`src/rtl/accop_pkg.sv`:
```
// Package accop_pkg
// Purpose: shared operation codes and select-bit positions for the
//          accumulator unit.
// Assumes: the select-bit positions are fixed by the instruction format.
package accop_pkg;

    // Data-path operation after strobe decode
    typedef enum logic [2:0] {
        DP_IDLE = 3'd0,
        DP_AND  = 3'd1,
        DP_ADD  = 3'd2,
        DP_LOAD = 3'd3,
        DP_INP  = 3'd4
    } dp_op_e;

    localparam int RR_BITS       = 12;
    localparam int BIT_CLR_AC    = 11;
    localparam int BIT_CLR_E     = 10;
    localparam int BIT_NOT_AC    = 9;
    localparam int BIT_NOT_E     = 8;
    localparam int BIT_ROT_R     = 7;
    localparam int BIT_ROT_L     = 6;
    localparam int BIT_INCR      = 5;
    localparam int BIT_SKIP_POS  = 4;
    localparam int BIT_SKIP_NEG  = 3;
    localparam int BIT_SKIP_ZERO = 2;
    localparam int BIT_SKIP_EZ   = 1;
    localparam int BIT_STOP      = 0;

    localparam int SKIP_TESTS    = 4;

endpackage

```
`src/rtl/accop_datapath.sv`:
```
// Module accop_datapath
// Purpose: adder-and-logic circuit for the data-path operations (AND,
//          ADD with carry, load, character input). Purely combinational.
// Assumes: IN_W < W; op is already decoded with priority by the parent.
module accop_datapath
    import accop_pkg::*;
#(
    parameter int W    = 16,
    parameter int IN_W = 8
) (
    input  logic [W-1:0]    acc,
    input  logic            ext,
    input  logic [W-1:0]    dr,
    input  logic [IN_W-1:0] inpr,
    input  dp_op_e          op,
    output logic [W-1:0]    nxt_acc,
    output logic            nxt_ext,
    output logic            dp_we
);

    localparam int SUM_W = W + 1;

    logic [SUM_W-1:0] sum;

    // Full-width adder with carry out in the top bit
    always_comb begin
        sum = {1'b0, acc} + {1'b0, dr};
    end

    // Choose the result for the decoded operation
    always_comb begin
        nxt_acc = acc;
        nxt_ext = ext;
        dp_we   = 1'b1;
        case (op)
            DP_AND:  nxt_acc = acc & dr;
            DP_ADD:  begin
                nxt_acc = sum[W-1:0];
                nxt_ext = sum[W];
            end
            DP_LOAD: nxt_acc = dr;
            DP_INP:  nxt_acc = {acc[W-1:IN_W], inpr};
            default: dp_we = 1'b0;
        endcase
    end

endmodule

```
`src/rtl/accop_regref.sv`:
```
// Module accop_regref
// Purpose: register-reference operations on AC and E, the skip tests
//          and the stop request.
// Assumes: sel is one-hot while exec is high. When several bits are set,
//          the highest modifying bit wins (the result is undefined by the
//          instruction set).
module accop_regref
    import accop_pkg::*;
#(
    parameter int W = 16
) (
    input  logic               exec,
    input  logic [RR_BITS-1:0] sel,
    input  logic [W-1:0]       acc,
    input  logic               ext,
    output logic [W-1:0]       nxt_acc,
    output logic               nxt_ext,
    output logic               rr_we,
    output logic               skip,
    output logic               stop
);

    localparam int MSB = W - 1;

    logic [SKIP_TESTS-1:0] cond;
    logic [SKIP_TESTS-1:0] pick;

    // Skip conditions, index k matches select bit k+1
    always_comb begin
        cond[BIT_SKIP_EZ   - 1] = ~ext;
        cond[BIT_SKIP_ZERO - 1] = (acc == '0);
        cond[BIT_SKIP_NEG  - 1] = acc[MSB];
        cond[BIT_SKIP_POS  - 1] = ~acc[MSB];
    end

    // Gate each test with its select bit
    genvar k;
    generate
        for (k = 0; k < SKIP_TESTS; k++) begin : g_skip
            assign pick[k] = cond[k] & sel[k + 1];
        end
    endgenerate

    // Skip and stop are valid only during the execute cycle
    always_comb begin
        skip = exec & (|pick);
        stop = exec & sel[BIT_STOP];
    end

    // Next AC/E for the modifying operations
    always_comb begin
        nxt_acc = acc;
        nxt_ext = ext;
        rr_we   = exec;
        if (sel[BIT_CLR_AC]) begin
            nxt_acc = '0;
        end else if (sel[BIT_CLR_E]) begin
            nxt_ext = 1'b0;
        end else if (sel[BIT_NOT_AC]) begin
            nxt_acc = ~acc;
        end else if (sel[BIT_NOT_E]) begin
            nxt_ext = ~ext;
        end else if (sel[BIT_ROT_R]) begin
            nxt_acc = {ext, acc[MSB:1]};
            nxt_ext = acc[0];
        end else if (sel[BIT_ROT_L]) begin
            nxt_acc = {acc[MSB-1:0], ext};
            nxt_ext = acc[MSB];
        end else if (sel[BIT_INCR]) begin
            nxt_acc = acc + 1'b1;
        end
    end

endmodule

```
`src/rtl/accop_state.sv`:
```
// Module accop_state
// Purpose: AC and E storage. It takes the register-reference result ahead
//          of the data-path result.
// Assumes: synchronous active-low reset; the write enables come from the
//          two operation modules.
module accop_state #(
    parameter int W = 16
) (
    input  logic         clk,
    input  logic         rst_n,
    input  logic         rr_we,
    input  logic [W-1:0] rr_acc,
    input  logic         rr_ext,
    input  logic         dp_we,
    input  logic [W-1:0] dp_acc,
    input  logic         dp_ext,
    output logic [W-1:0] acc,
    output logic         ext
);

    // Register update with register-reference priority
    always_ff @(posedge clk) begin
        if (!rst_n) begin
            acc <= '0;
            ext <= 1'b0;
        end else if (rr_we) begin
            acc <= rr_acc;
            ext <= rr_ext;
        end else if (dp_we) begin
            acc <= dp_acc;
            ext <= dp_ext;
        end
    end

    // With no write enable, AC and E hold their values
    p_hold_r14: assert property (@(posedge clk) disable iff (!rst_n)
        (!rr_we && !dp_we) |=> ($stable(acc) && $stable(ext)))
        else $error("p_hold_r14");

endmodule

```
`src/rtl/accum_regop_unit.sv`:
```
// Module accum_regop_unit
// Purpose: accumulator with extension flag. It decodes the sequencer
//          strobes and runs data-path and register-reference operations.
// Assumes: strobes are normally one-hot; rr_exec wins over data strobes.
module accum_regop_unit
    import accop_pkg::*;
#(
    parameter int W    = 16,
    parameter int IN_W = 8
) (
    input  logic               clk,
    input  logic               rst_n,
    input  logic               and_stb,
    input  logic               add_stb,
    input  logic               load_stb,
    input  logic               inp_stb,
    input  logic               rr_exec,
    input  logic [RR_BITS-1:0] rr_sel,
    input  logic [W-1:0]       dr_val,
    input  logic [IN_W-1:0]    inpr_val,
    output logic [W-1:0]       acc_q,
    output logic               ext_q,
    output logic               skip,
    output logic               stop
);

    localparam int MSB = W - 1;

    dp_op_e       dp_op;
    logic [W-1:0] dp_acc, rr_acc;
    logic         dp_ext, rr_ext, dp_we, rr_we;

    // Strobe decode; register-reference execute blocks data strobes
    always_comb begin
        if (rr_exec)       dp_op = DP_IDLE;
        else if (add_stb)  dp_op = DP_ADD;
        else if (and_stb)  dp_op = DP_AND;
        else if (load_stb) dp_op = DP_LOAD;
        else if (inp_stb)  dp_op = DP_INP;
        else               dp_op = DP_IDLE;
    end

    accop_datapath #(.W(W), .IN_W(IN_W)) u_dp (
        .acc     (acc_q),
        .ext     (ext_q),
        .dr      (dr_val),
        .inpr    (inpr_val),
        .op      (dp_op),
        .nxt_acc (dp_acc),
        .nxt_ext (dp_ext),
        .dp_we   (dp_we)
    );

    accop_regref #(.W(W)) u_rr (
        .exec    (rr_exec),
        .sel     (rr_sel),
        .acc     (acc_q),
        .ext     (ext_q),
        .nxt_acc (rr_acc),
        .nxt_ext (rr_ext),
        .rr_we   (rr_we),
        .skip    (skip),
        .stop    (stop)
    );

    accop_state #(.W(W)) u_st (
        .clk    (clk),
        .rst_n  (rst_n),
        .rr_we  (rr_we),
        .rr_acc (rr_acc),
        .rr_ext (rr_ext),
        .dp_we  (dp_we),
        .dp_acc (dp_acc),
        .dp_ext (dp_ext),
        .acc    (acc_q),
        .ext    (ext_q)
    );

    // Add places the sum in AC and the carry in E
    p_add_r2: assert property (@(posedge clk) disable iff (!rst_n)
        (add_stb && !rr_exec) |=>
            ({ext_q, acc_q} == ({1'b0, $past(acc_q)} + {1'b0, $past(dr_val)})))
        else $error("p_add_r2");

    // Rotate right moves E into the MSB and bit 0 into E
    p_rotr_r8: assert property (@(posedge clk) disable iff (!rst_n)
        (rr_exec && rr_sel == (RR_BITS'(1) << BIT_ROT_R)) |=>
            (acc_q == {$past(ext_q), $past(acc_q[MSB:1])} && ext_q == $past(acc_q[0])))
        else $error("p_rotr_r8");

    // Rotate left moves E into bit 0 and the MSB into E
    p_rotl_r9: assert property (@(posedge clk) disable iff (!rst_n)
        (rr_exec && rr_sel == (RR_BITS'(1) << BIT_ROT_L)) |=>
            (acc_q == {$past(acc_q[MSB-1:0]), $past(ext_q)} && ext_q == $past(acc_q[MSB])))
        else $error("p_rotl_r9");

    // Increment wraps modulo 2^W and keeps E
    p_incr_r10: assert property (@(posedge clk) disable iff (!rst_n)
        (rr_exec && rr_sel == (RR_BITS'(1) << BIT_INCR)) |=>
            (acc_q == W'($past(acc_q) + 1'b1) && $stable(ext_q)))
        else $error("p_incr_r10");

    // A stop request leaves AC and E untouched
    p_stop_r12: assert property (@(posedge clk) disable iff (!rst_n)
        stop |=> ($stable(acc_q) && $stable(ext_q)))
        else $error("p_stop_r12");

endmodule

```
`config.mk`:
```
export PLATFORM = sky130hd
export DESIGN_NAME = accum_regop_unit
export DESIGN_NICKNAME = d
export VERILOG_FILES = /design/src/rtl/accop_pkg.sv /design/src/rtl/accop_datapath.sv /design/src/rtl/accop_regref.sv /design/src/rtl/accop_state.sv /design/src/rtl/accum_regop_unit.sv
export SDC_FILE = /design/constraint.sdc
export NUM_CORES = 1
export LEC_CHECK = 0
export ABC_AREA = 1
export BUFFER_PORTS_ARGS = -buffer_cell sky130_fd_sc_hd__buf_4
export CAP_MARGIN = 20
export CORE_MARGIN = 1
export CORE_UTILIZATION = 34
export CTS_CLUSTER_DIAMETER = 50
export CTS_CLUSTER_SIZE = 25
export DETAILED_ROUTE_END_ITERATION = 8
export GPL_TIMING_DRIVEN = 0
export MAX_ROUTING_LAYER = met4
export PLACE_DENSITY = 0.63
export SLEW_MARGIN = 40
export SYNTH_ARGS = -nofsm -noshare
export SYNTH_HDL_FRONTEND = slang
export SYNTH_SLANG_ARGS = --single-unit
```
`constraint.sdc`:
```
create_clock -name clk -period 2.1 [get_ports clk]
set_input_delay 0.21 -clock clk [delete_from_list [all_inputs] [get_ports clk]]
set_output_delay 0.21 -clock clk [all_outputs]
set_load 0.02 [all_outputs]
```
; Word level (Yosys, flattened, before mapping)
; Cells that the tools add are included.
[totals]
wordCells = 61
reg_bits = 17
output_inout_bits = 19
[classes]
muxes = 25
n_bitwise = 10
reduce_logical = 10
eq_ne = 11
n_addsub = 2
[op_table]
columns = operator, count
row1 = 16-bit two-way mux, 9
row2 = 16-bit one-hot mux with 4 select lines, 1
row3 = 16-bit by 16-bit adder with 17-bit output, 1
row4 = "16-bit by 1-bit adder with 16-bit output, second input constant", 1
row5 = 16-bit AND, 1
row6 = 16-bit zero test, 1
row7 = 16-bit NOT, 1
row8 = 3-bit two-way mux, 5
row9 = 1-bit two-way mux, 10
row10 = 5-bit AND reduction, 2
row11 = 4-bit OR reduction, 2
row12 = 1-bit AND, 6
row13 = "3-bit by 2-bit == test with 1-bit output, second input constant", 2
row14 = "3-bit by 2-bit != test with 1-bit output, second input constant", 2
row15 = "6-bit by 1-bit != test with 1-bit output, second input constant", 1
row16 = 6-bit AND reduction, 1
row17 = "5-bit by 1-bit != test with 1-bit output, second input constant", 1
row18 = 5-bit nonzero test, 1
row19 = "2-bit != test, second input constant", 2
row20 = "4-bit by 2-bit != test with 1-bit output, second input constant", 1
row21 = 2-bit nonzero test, 2
row22 = 4-bit nonzero test, 1
row23 = "3-bit by 1-bit == test with 1-bit output, second input constant", 1
row24 = "3-bit == test, second input constant", 1
row25 = 1-bit NOT, 2

; Longest topological paths before layout
; Gate-level depths: netlist (run 1).
[logic_depth]
word_depth = 10
ltp_mapped = 14
depth_no_buf = 14

; Modules after synthesis
; From an unflattened synthesis (run 1), not the netlist that was laid out.
[unflattened]
cells_unflattened = 710
hier_area_um2 = 3822.4
[by_module_without_submodules]
columns = mod, n_inst, area_per_inst_um2, seq_area_each_um2, cells_each
row1 = accop_datapath, 1, 1537.7, 0.0, 305
row2 = accop_regref, 1, 1395.1, 0.0, 267
row3 = accop_state, 1, 852.1, 340.3, 129
row4 = accum_regop_unit, 1, 37.5, 0.0, 9

; Worst setup path before layout (run 1)
; No wires, ideal clock.
[synth_timing]
path_type = reg2reg
startpoint = register u_st.acc[0]
endpoint = register u_st.acc[12]
arrival_ns = 1.934
stages_incl_launch_ff = 14
setup_ns = 0.115
slack_ns = 0.051
n_path_buf = 0
synth_period_minus_slack_ns = 2.049
required_time_ns = 1.985
path_cell_list = dfxtp_1 > ha_1 > inv_1 > fa_1 > inv_1 > nand3_1 > nand3_1 > nand3_1 > nand3_1 > nand2_1 > nand3_1 > a21oi_1 > nor2_1 > nor2_1
[synth_via]
elab_chain_cells = 9
word_cells_on_any_way = 12
cone_classes = add/sub (2) / mux (10)
[synth_lines]
columns = element, line_no
row1 = from (decl), accop_state.sv:17  ; output logic [W-1:0] acc,
row2 = from (signal assigned), accop_state.sv:27  ; acc <= rr_acc;
row3 = from (signal assigned), accop_state.sv:30  ; acc <= dp_acc;
row4 = 16-bit by 1-bit adder with 16-bit output, accop_regref.sv:70  ; nxt_acc = acc + 1'b1;
row5 = 16-bit two-way mux, accop_regref.sv:69  ; end else if (sel[BIT_INCR]) begin
row6 = 16-bit two-way mux, accop_regref.sv:66  ; end else if (sel[BIT_ROT_L]) begin
row7 = 16-bit two-way mux, accop_regref.sv:63  ; end else if (sel[BIT_ROT_R]) begin
row8 = 16-bit two-way mux, accop_regref.sv:61  ; end else if (sel[BIT_NOT_E]) begin
row9 = 16-bit two-way mux, accop_regref.sv:59  ; end else if (sel[BIT_NOT_AC]) begin
row10 = 16-bit two-way mux, accop_regref.sv:57  ; end else if (sel[BIT_CLR_E]) begin
row11 = 16-bit two-way mux, accop_regref.sv:55  ; if (sel[BIT_CLR_AC]) begin
row12 = 16-bit two-way mux *, accop_state.sv:26  ; end else if (rr_we) begin
; Every way passes the cells marked *; elsewhere a longest branch is shown, timed or not. The select of a mux whose other input is x is not followed.
; A chain may end at the register's enable or synchronous reset.

; Worst setup path after layout (run 1)
[layout_timing]
startpoint = register u_st.acc[0]
endpoint = register u_st.ext
[layout_via]
elab_chain_cells = 6
word_cells_on_any_way = 9
cone_classes = add/sub (1) / mux (8)
[layout_lines]
columns = element, line_no
row1 = "parallel branches: the longest is 5 deep, another holds 16-bit by 16-bit adder with 17-bit output", n/a
row2 = 1-bit two-way mux *, accop_state.sv:26
row3 = to (signal assigned), accop_state.sv:28  ; ext <= rr_ext;
row4 = to (signal assigned), accop_state.sv:31  ; ext <= dp_ext;
row5 = to (decl), accop_state.sv:18  ; output logic ext
; Mark *: on every way between the ends. The select of a mux whose other input is x is not followed.

==> metrics, run 1 <==
post-synthesis mux area share 0; worst-margin pin slew 454.8 ps; Post-CTS Hold Fix Bufs 0; share of post-route cells with drive strength above 1 0.1671; Fillers around 1.0k; Power, Total 1.639 mW; CTS sink cnt 17; number of gates resized after cts 6; FFs w/ async S/R, synth 0; starting density of the core 0.3544; count of yosys warnings during synthesis 0; area of the placeable core 0.009328 mm2; global-route usage over all layers 0.2274; Finished Cell Area 0.003998 mm2; number of nets still failing antenna checks after routing 0; biggest area contributors in the synthesized netlist sky130_fd_sc_hd__nand2_1, sky130_fd_sc_hd__a21oi_1, sky130_fd_sc_hd__dfxtp_1; Setup TNS 0 ps; power density cells ~410 mW/mm2; number of placement rows 35; routed vias between 4k and 5k; pre-CTS setup slack -258.3 ps; worst vdd ir ~0.24 mV; part of the total power dissipated in the clock network 0.152; total clock buffers created by CTS 3; Unique masters post-synth 40; routed wirelength normalized by instance count ~14 um; ant diodes 0; Port Buffer Count 59; post-synth top area share 0.2498; fraction of the mapped netlist area in compound gates 0.2176; # DRC 0; sequential cell area fraction in the yosys report 0.1030; Relative slew margins 0.6968; final cycle utilization of the critical path 0.9590; critical path class reg -> reg; register share of total power 0.254; clock slew at reported path FFs 70 ps; Max H-tree Level 1; final setup violation count 0; setup fix buffers added after clock tree synthesis 0; cell leakage power 2.125 nW; clock network latency to the later pin of the worst-skew pair between 200 and 300 ps; number of cells produced by synthesis approximately 640; min cycle time layout around 2000 ps; Clock Path Buffers 2; largest net degree at the start of global routing 11; iteration-0 DRC count of the detailed router 230; critical path fanouts, max 8; fraction of synthesized cell area in xor and xnor cells 0.01325; num ports 62; Internal Dissipation about 870 uW; max-capacitance violation count 0; global-route wire length before repair ~18,000 um; commonest register cell after synthesis sky130_fd_sc_hd__dfxtp_1; post-synth top area cell sky130_fd_sc_hd__nand2_1; routed wire length 11,300 um; post-DR vias/cell approximately 5; Achievable Freq approximately 500 MHz; detailed-placement wirelength estimate 9335 um; Post-Synthesis Mean Instance Area 5.189 um2; post-synthesis simple-gate area fraction 0.4379; number of synthesized flops with an enable pin 0; Critical Path Start Type register; CTS tree yes; clock tree root driver cell sky130_fd_sc_hd__clkbuf_8; crit path DAT approximately 2200 ps; combined area of the multi-input logic cells around 0.0025 mm2; combinational power share 0.593; Die Span Y about 100 um; total iterations of the first detailed-routing run 5; via count of the first global-routing pass approximately 3.8k; syn nets ~700; Layout area overhead 20.93%; Total Nets Final between 700 and 800; final critical-path setup slack roughly 86 ps; cell area after synthesis 0.003306 mm2; Slew Limit Fails 0; dominant combinational cell family by area after synthesis simple AND/OR/NAND/NOR gates; Crit. End Element register; status finished, final reports clean; fraction of the mapped netlist area in adder cells 0.07419; initial antenna violation count 0; path type of the worst min-delay path in -> reg; register cell area after layout 350.3 um2; placed standard-cell area 0.003910 mm2; switching power as a share of total power 0.4712; CP required approximately 2300 ps; register bit total from synthesis 17; Fin Hold WS ~240 ps; final hold violations 0; Congestion Overflow GR 0; floorplan die area between 0.01 and 0.015 mm2; unrepaired setup endpoints after global routing yes; die span in x 100.6 um; weighted congestion at the end of routability-driven global placement 0.9131; net switching power of the design 772.5 uW; skew final about 7.5 ps
[metrics by stage]
stage,std cells,utilization
floorplan,637,-
global placement,825,0.4192
detailed placement,825,0.4192
CTS,829,0.4256
global route,829,0.4286
finish,829,0.4286
[placed cells by master (no fill, tap or decap), types with 3 or more instances in the layout]
master and n:
sky130_fd_sc_hd__a21oi_1 73, sky130_fd_sc_hd__a22oi_1 3, sky130_fd_sc_hd__a31oi_1 3, sky130_fd_sc_hd__buf_2 7, sky130_fd_sc_hd__buf_4 62, sky130_fd_sc_hd__buf_6 3, sky130_fd_sc_hd__clkbuf_1 8, sky130_fd_sc_hd__clkbuf_2 5
sky130_fd_sc_hd__clkbuf_8 3, sky130_fd_sc_hd__dfxtp_1 13, sky130_fd_sc_hd__ha_1 17, sky130_fd_sc_hd__inv_1 84, sky130_fd_sc_hd__inv_2 10, sky130_fd_sc_hd__nand2_1 220, sky130_fd_sc_hd__nand2_2 3, sky130_fd_sc_hd__nand3_1 39
sky130_fd_sc_hd__nand3_2 3, sky130_fd_sc_hd__nand3b_1 4, sky130_fd_sc_hd__nand4_1 10, sky130_fd_sc_hd__nor2_1 39, sky130_fd_sc_hd__nor2_2 5, sky130_fd_sc_hd__nor3_1 4, sky130_fd_sc_hd__o211ai_1 4, sky130_fd_sc_hd__o21ai_0 39
sky130_fd_sc_hd__o21ai_1 7, sky130_fd_sc_hd__o21bai_1 3, sky130_fd_sc_hd__or2_2 3, sky130_fd_sc_hd__xnor2_1 3
[cell usage after synthesis (all sizes together), types with 3 or more instances]
master	count
o21ai	46
nor3	4
or2	3
inv	95
nand2	224
nand3	43
a21oi	74
a22oi	3
buf	13
nand3b	4
clkbuf	13
ha	18
dfxtp	17
o211ai	4
xnor2	3
nand4	10
o21bai	3
nor2	46
a31oi	3
[logic make-up (layout without fill, tap and decap cells)]
group	count (synthesis)	after routing
AND/OR/NAND/NOR	338	338
adder cells (fa/ha/maj)	19	19
flip-flops	17	17
AO/OA/AOI/OAI	136	136
XOR/XNOR	5	5
buffers and inverters	122	185
[critical path: stages, from the launching register on]
cell,delay [ps]
sky130_fd_sc_hd__dfxtp_4,410
sky130_fd_sc_hd__ha_4,160
sky130_fd_sc_hd__inv_1,60
sky130_fd_sc_hd__fa_2,370
sky130_fd_sc_hd__inv_2,90
sky130_fd_sc_hd__nand2_1,60
sky130_fd_sc_hd__nand3_2,90
sky130_fd_sc_hd__nand2_1,90
sky130_fd_sc_hd__nand2_1,70
sky130_fd_sc_hd__nand2_1,60
sky130_fd_sc_hd__nand2_1,70
sky130_fd_sc_hd__nand2_1,50
sky130_fd_sc_hd__nand2_1,80
sky130_fd_sc_hd__nand2_1,120
sky130_fd_sc_hd__a21oi_2,150
[routing by layer]
layer,track usage,share of wire,wire (um)
met1,0.3122,0.49,5484
met2,0.3736,0.45,5072
met3,0.02358,0.056,637
met4,0.02118,0.0089,101
met5,-,0,0
[worst paths after layout]
path | start | endpoint | slack (ps) | cells after the start
worst max-delay path | u_st.acc[0] | u_st.ext | 90 | 14
worst min-delay path | rst_n | u_st.acc[10] | 240 | 3
worst max register to register | u_st.acc[0] | u_st.ext | 90 | 14
worst min register to register | u_st.acc[1] | u_st.acc[1] | 630 | 2
[registers in the layout, indices dropped and copies added, names as in the netlist]
signal	cells
u_st.acc	16
u_st.ext	1
[power groups by stage]
stage / Sequential [mW] / Combinational (mW) / Clock, mW
floorplan: 0.436 / 0.620 / 0
global placement: 0.420 / 0.936 / 0
detailed placement: 0.421 / 0.950 / 0
CTS: 0.415 / 0.956 / 0.248
global route: 0.421 / 1.10 / 0.259
finish: 0.417 / 0.973 / 0.250
[layout make-up]
| type | instances | share of cell area |
|---|---|---|
| plain buffers | 26 | 0.03662 |
| clock buffers | 4 | 0.01127 |
| well taps | 129 | 0.04038 |
| multi-input cells | 498 | 0.6225 |
| flip-flops and latches | 17 | 0.08764 |
| repair buffers | 59 | 0.1108 |
| inverters | 96 | 0.09077 |
(Power assumes the default switching activity.)
==> run 2: changes to the inputs <==
Settings changed: ABC_AREA 1 to not set, PLACE_DENSITY 0.63 to 0.64.
==> run 2 against run 1 <==
Against the previous run:
- the flow now finishes with violations (negative setup slack)
- non-clock buffer count grew 26
- critical path depth shrank 4
- combinational power grew 16%
- largest power group unchanged
==> metrics, run 2 <==
routed wire length roughly 12,000 um; # DRC 0; most frequent cells in the layout sky130_fd_sc_hd__buf_4, sky130_fd_sc_hd__a21oi_1, sky130_fd_sc_hd__nand2_1; skew final around 2.5 ps; switching power as a share of total power 0.4540; share of post-route cells with drive strength above 1 0.2969; num ports 62; commonest non-fill, non-tap cell in the layout sky130_fd_sc_hd__buf_4; part of the total power dissipated in the clock network 0.144; largest net degree at the start of global routing 11; critical path fanouts, max 6; final setup violation count 3; initial antenna violation count 0; starting density of the core 0.3552; placed standard-cell area about 0.0035 mm2; number of nets still failing antenna checks after routing 0; register share of total power 0.232; min cycle time layout around 2200 ps; combinational power share 0.624; final hold violations 0; die span in x about 95 um; commonest register cell after synthesis sky130_fd_sc_hd__dfxtp_1; Max H-tree Level 1; Power, Total 1.815 mW; Fin Hold WS 244.4 ps; largest registers in the final layout u_st.acc: 16 flops, u_st.ext: 1 flops; number of synthesized flops with an enable pin 0; combined area of the multi-input logic cells ~0.0027 mm2; routed wirelength normalized by instance count 18.86 um; Unique masters post-synth 73; cell leakage power 1.602 nW; max-capacitance violation count 0; via count of the first global-routing pass about 3.5k; clock network latency to the later pin of the worst-skew pair between 200 and 300 ps; Slew Limit Fails 0; clock slew at reported path FFs around 70 ps; worst vdd ir between 0.2 and 0.3 mV; Critical Path Start Type register; final cell count without fillers 627; number of placement rows 33; most common cell in the synthesized netlist sky130_fd_sc_hd__a21oi_1; routed vias 3,917; global-route wire length before repair 18,170 um; critical path class reg -> reg; Crit. End Element register; Relative slew margins 0.5153; biggest area contributors in the synthesized netlist sky130_fd_sc_hd__dfxtp_1, sky130_fd_sc_hd__a21oi_1, sky130_fd_sc_hd__ha_1; area of the placeable core 0.008341 mm2; violated checks negative setup slack; Achievable Freq 449.9 MHz; floorplan die area 0.009092 mm2; final cycle utilization of the critical path 1.058; net switching power of the design ~820 uW; crit path DAT 2370 ps; FFs w/ async S/R, synth 0; Finished Cell Area a little over 0.004 mm2; register bit total from synthesis 17; sequential cell area fraction in the yosys report 0.1149; register with the highest flop count u_st.acc; ant diodes 0; register cell area after layout about 360 um2; Post-CTS Hold Fix Bufs 0; CTS sink cnt 17; status finished, violations left; Congestion Overflow GR 0; Fillers roughly 860; detailed-placement wirelength estimate just under 9000 um; Commonest cells post-synth sky130_fd_sc_hd__a21oi_1, sky130_fd_sc_hd__nand2_1, sky130_fd_sc_hd__nor2_1; unrepaired setup endpoints after global routing yes; post-synth top area share 0.1149; total iterations of the first detailed-routing run 5; total clock buffers created by CTS 3; number of cells produced by synthesis between 400 and 500; count of yosys warnings during synthesis 0; final critical-path setup slack -122.6 ps; Total Nets Final just under 600; Port Buffer Count 58; global-route usage over all layers 0.2662; CP required about 2200 ps; Die Span Y 95.35 um; CTS tree yes; path type of the worst min-delay path in -> reg; post-synth top area cell sky130_fd_sc_hd__dfxtp_1; weighted congestion at the end of routability-driven global placement 0.9208; clock tree root driver cell sky130_fd_sc_hd__clkbuf_8; Layout area overhead 37.33%; worst-margin pin slew 717.0 ps; cell area after synthesis ~0.0030 mm2; Post-Synthesis Mean Instance Area 6.658 um2; iteration-0 DRC count of the detailed router 423; power density cells ~450 mW/mm2; syn nets roughly 510; post-DR vias/cell about 6.2; number of flip-flops in the largest register 16; Placed Cells roughly 610; Internal Dissipation 991.0 uW; Clock Path Buffers 2
## run 2: changes by cell type after synthesis, sizes merged, moves of 7 or more
cell,change
nand2,-187
inv,-76
nand3,-28
a21oi,-23
a31oi,+10
nor2,-10
nor3,+9
clkbuf,+8
a21o,+7
nor4,+7
## run 2: metrics by stage
step / worst slack, ps / setup TNS [ps] / util
6_report: -122.6 / -163.0 / 0.4878
5_1_grt: -116.2 / -484.5 / 0.4878
4_1_cts: -22.30 / -41.24 / 0.4557
3_5_place_dp: -250.6 / -1744 / 0.4236
3_3_place_gp: -230.6 / -1352 / 0.4236
2_1_floorplan: 3.419 / 0 / -
## run 2: cells by family (layout without fill, tap and decap cells)
family | Yosys count | in the layout | synth area share
compound gates | 184 | 184 | 0.4109
simple gates | 154 | 154 | 0.2665
buf+inv | 57 | 134 | 0.07855
fa+ha+maj | 19 | 19 | 0.08277
flops | 17 | 17 | 0.1149
mux | 8 | 8 | 0.02872
xor+xnor | 6 | 6 | 0.01774
## run 2: layout make-up
class                           count  area share
Inverter                           19     0.01753
Sequential cell                    17     0.08887
Clock buffer                        4     0.01107
Timing Repair Buffer               76      0.1421
Tap cell                          105     0.03229
Multi-Input combinational cell    371      0.6657
Buffer                             35     0.04244
## run 2: worst paths after layout
check	cells after the start	end	start	slack (ps)
min reg2reg	2	u_st.acc[0]	u_st.acc[0]	630
max	10	u_st.acc[8]	u_st.acc[0]	-120
min	3	u_st.acc[4]	rst_n	240
max reg2reg	10	u_st.acc[8]	u_st.acc[0]	-120
## run 2: critical path, stage by stage, from the launching register on
cell,delay (ps)
sky130_fd_sc_hd__dfxtp_4,390
sky130_fd_sc_hd__ha_4,150
sky130_fd_sc_hd__inv_2,40
sky130_fd_sc_hd__fa_2,350
sky130_fd_sc_hd__nor2b_2,150
sky130_fd_sc_hd__o31a_1,270
sky130_fd_sc_hd__buf_4,160
sky130_fd_sc_hd__nor2_2,40
sky130_fd_sc_hd__o21ai_1,150
sky130_fd_sc_hd__mux2i_1,280
sky130_fd_sc_hd__a31oi_1,120
## run 2: per-layer routing
metal	up-vias	share of wire	global-route usage
met5	-	0	-
met4	0	0.013	0.04545
met3	18	0.084	0.04386
met2	206	0.46	0.4226
met1	1854	0.44	0.3572
li1	1839	-	-
## run 2: power groups by stage
| stage | Combinational, mW | Sequential (mW) | Clock [mW] |
|---|---|---|---|
| after floorplan | 0.607 | 0.439 | 0 |
| after global placement | 0.925 | 0.419 | 0 |
| after detailed placement | 0.943 | 0.419 | 0 |
| after CTS | 1.02 | 0.413 | 0.256 |
| after global routing | 1.22 | 0.424 | 0.270 |
| final | 1.13 | 0.422 | 0.261 |
## run 2: timing repair
item | CTS | global route
buffers inserted | 8 | 10
endpoints found under the setup margin | 12 | 13
gates resized for setup | 39 | 45
pin swaps | 9 | 22
==> run 3: changes to the inputs <==
Settings changed: SETUP_SLACK_MARGIN set to 0.4, SLEW_MARGIN 40 to not set.
==> run 3 against run 2 <==
Against the previous run:
- the run still ends with negative setup slack left
- routed wire length shrank 0.68%
- hold slack improved by 2.9 ps
- first-iteration DRC count is 15% lower
- setup slack improved by 62 ps
- count of clock-buffer cells in the layout did not move
- sequential share of layout area up 0.20 points
- critical path depth fell by 1
- combinational power barely moved
- clock skew is 0.50 ps higher
- critical path type unchanged
- largest cell class unchanged
==> metrics, run 3 (same netlist as run 2, synthesis figures left out) <==
clock network latency to the later pin of the worst-skew pair about 260 ps; total clock buffers created by CTS 3; Fillers approximately 870; Layout area overhead 36.23%; unrepaired setup endpoints after global routing yes; iteration-0 DRC count of the detailed router between 300 and 400; starting density of the core 0.3552; critical path fanouts, max 7; cell leakage power roughly 1.6 nW; number of flip-flops in the largest register 16; critical path class reg -> reg; number of nets still failing antenna checks after routing 0; Relative slew margins 0.5969; final hold violations 0; Die Span Y between 90 and 100 um; largest registers in the final layout u_st.acc: 16 flops, u_st.ext: 1 flops; Achievable Freq 462.8 MHz; final cycle utilization of the critical path 1.029; register with the highest flop count u_st.acc; weighted congestion at the end of routability-driven global placement between 0.9 and 1; crit path DAT 2350 ps; global-route usage over all layers 0.2609; Crit. End Element register; switching power as a share of total power 0.4506; CTS tree yes; net switching power of the design between 800 and 900 uW; Clock Path Buffers 2; Critical Path Start Type register; commonest non-fill, non-tap cell in the layout sky130_fd_sc_hd__buf_4; min cycle time layout between 2000 and 2500 ps; Setup TNS -89.97 ps; num ports 62; detailed-placement wirelength estimate 8826 um; share of post-route cells with drive strength above 1 0.3111; ant diodes 0; Port Buffer Count 58; combinational power share 0.630; area of the placeable core around 0.0083 mm2; number of placement rows 33; worst vdd ir 0.2673 mV; largest net degree at the start of global routing 11; Total Nets Final 587; register share of total power 0.231; # DRC 0; Post-CTS Hold Fix Bufs 0; initial antenna violation count 0; Slew Limit Fails 0; floorplan die area between 0.009 and 0.01 mm2; global-route wire length before repair 17,820 um; path type of the worst min-delay path in -> reg; final setup violation count 5; Congestion Overflow GR 0; worst-margin pin slew 604.6 ps; most frequent cells in the layout sky130_fd_sc_hd__buf_4, sky130_fd_sc_hd__a21oi_1, sky130_fd_sc_hd__nand2_1; violated checks negative setup slack; clock slew at reported path FFs approximately 70 ps; Max H-tree Level 1; final critical-path setup slack -60.67 ps; Fin Hold WS approximately 250 ps; total iterations of the first detailed-routing run 5; die span in x 95.35 um; status finished, violations left; part of the total power dissipated in the clock network 0.139; routed wire length approximately 12,000 um; clock tree root driver cell sky130_fd_sc_hd__clkbuf_8; CP required 2290 ps; routed wirelength normalized by instance count 18.67 um; routed vias just under 4k; power density cells 447.1 mW/mm2; skew final 2.988 ps; max-capacitance violation count 0; Internal Dissipation 991.5 uW; post-DR vias/cell 6.205; CTS sink cnt 17; via count of the first global-routing pass ~3.5k
==> run 3: final cells by class <==
class	instances	area, um2	share of cell area
Clock buffer	4	45.04	0.01116
Timing Repair Buffer	75	579.3	0.1435
Sequential cell	17	366.6	0.09082
Inverter	19	71.32	0.01767
Multi-Input combinational cell	371	2638	0.6534
Buffer	38	205.2	0.05084
Tap cell	105	131.4	0.03255
==> run 3: routing by layer <==
metal	share of wire	track usage
met5	0	-
met4	0.019	0.04419
met3	0.071	0.02632
met2	0.46	0.4155
met1	0.45	0.3593
==> run 3: power groups by stage <==
stage | Sequential, mW | Clock, mW | Combinational [mW]
after floorplan | 0.447 | 0 | 0.635
after global placement | 0.424 | 0 | 0.967
after detailed placement | 0.425 | 0 | 0.982
after CTS | 0.418 | 0.250 | 1.06
after global routing | 0.420 | 0.268 | 1.22
final | 0.417 | 0.251 | 1.14
==> run 3: critical path, stage by stage, from the launching register on <==
cell	delay, ps
sky130_fd_sc_hd__dfxtp_4	400
sky130_fd_sc_hd__ha_4	150
sky130_fd_sc_hd__inv_2	40
sky130_fd_sc_hd__fa_2	350
sky130_fd_sc_hd__nor2b_2	140
sky130_fd_sc_hd__o31a_1	290
sky130_fd_sc_hd__o211a_1	260
sky130_fd_sc_hd__nor3_1	50
sky130_fd_sc_hd__nand3b_1	230
sky130_fd_sc_hd__a21oi_2	180
==> run 3: final timing paths <==
kind / from / endpoint / slack [ps] / cells past startpoint
max: u_st.acc[0] / u_st.acc[10] / -60 / 9
min: rst_n / u_st.acc[6] / 250 / 3
max reg2reg: u_st.acc[0] / u_st.acc[10] / -60 / 9
min reg2reg: u_st.acc[0] / u_st.acc[0] / 630 / 2
==> run 3: timing repair <==
| action | in CTS | in global routing |
|---|---|---|
| cloned | 0 | 0 |
| pin swaps | 22 | 11 |
| endpoints found under the setup margin | 18 | 17 |
| buffers inserted | 9 | 8 |
| gates resized for setup | 29 | 15 |
==> run 3: metrics by stage <==
step           cell area (um2)  utilization  instances  setup WS (ps)  total power, mW
3_3_place_gp              3659       0.4386        608         -153.7            1.391
3_5_place_dp              3659       0.4386        608         -156.2            1.406
4_1_cts                   3894       0.4668        621          14.04            1.727
5_1_grt                   4036       0.4839        629         -108.3            1.912
6_report                  4036       0.4839        629         -60.67            1.805
2_1_floorplan             3092            -        445          155.5            1.082
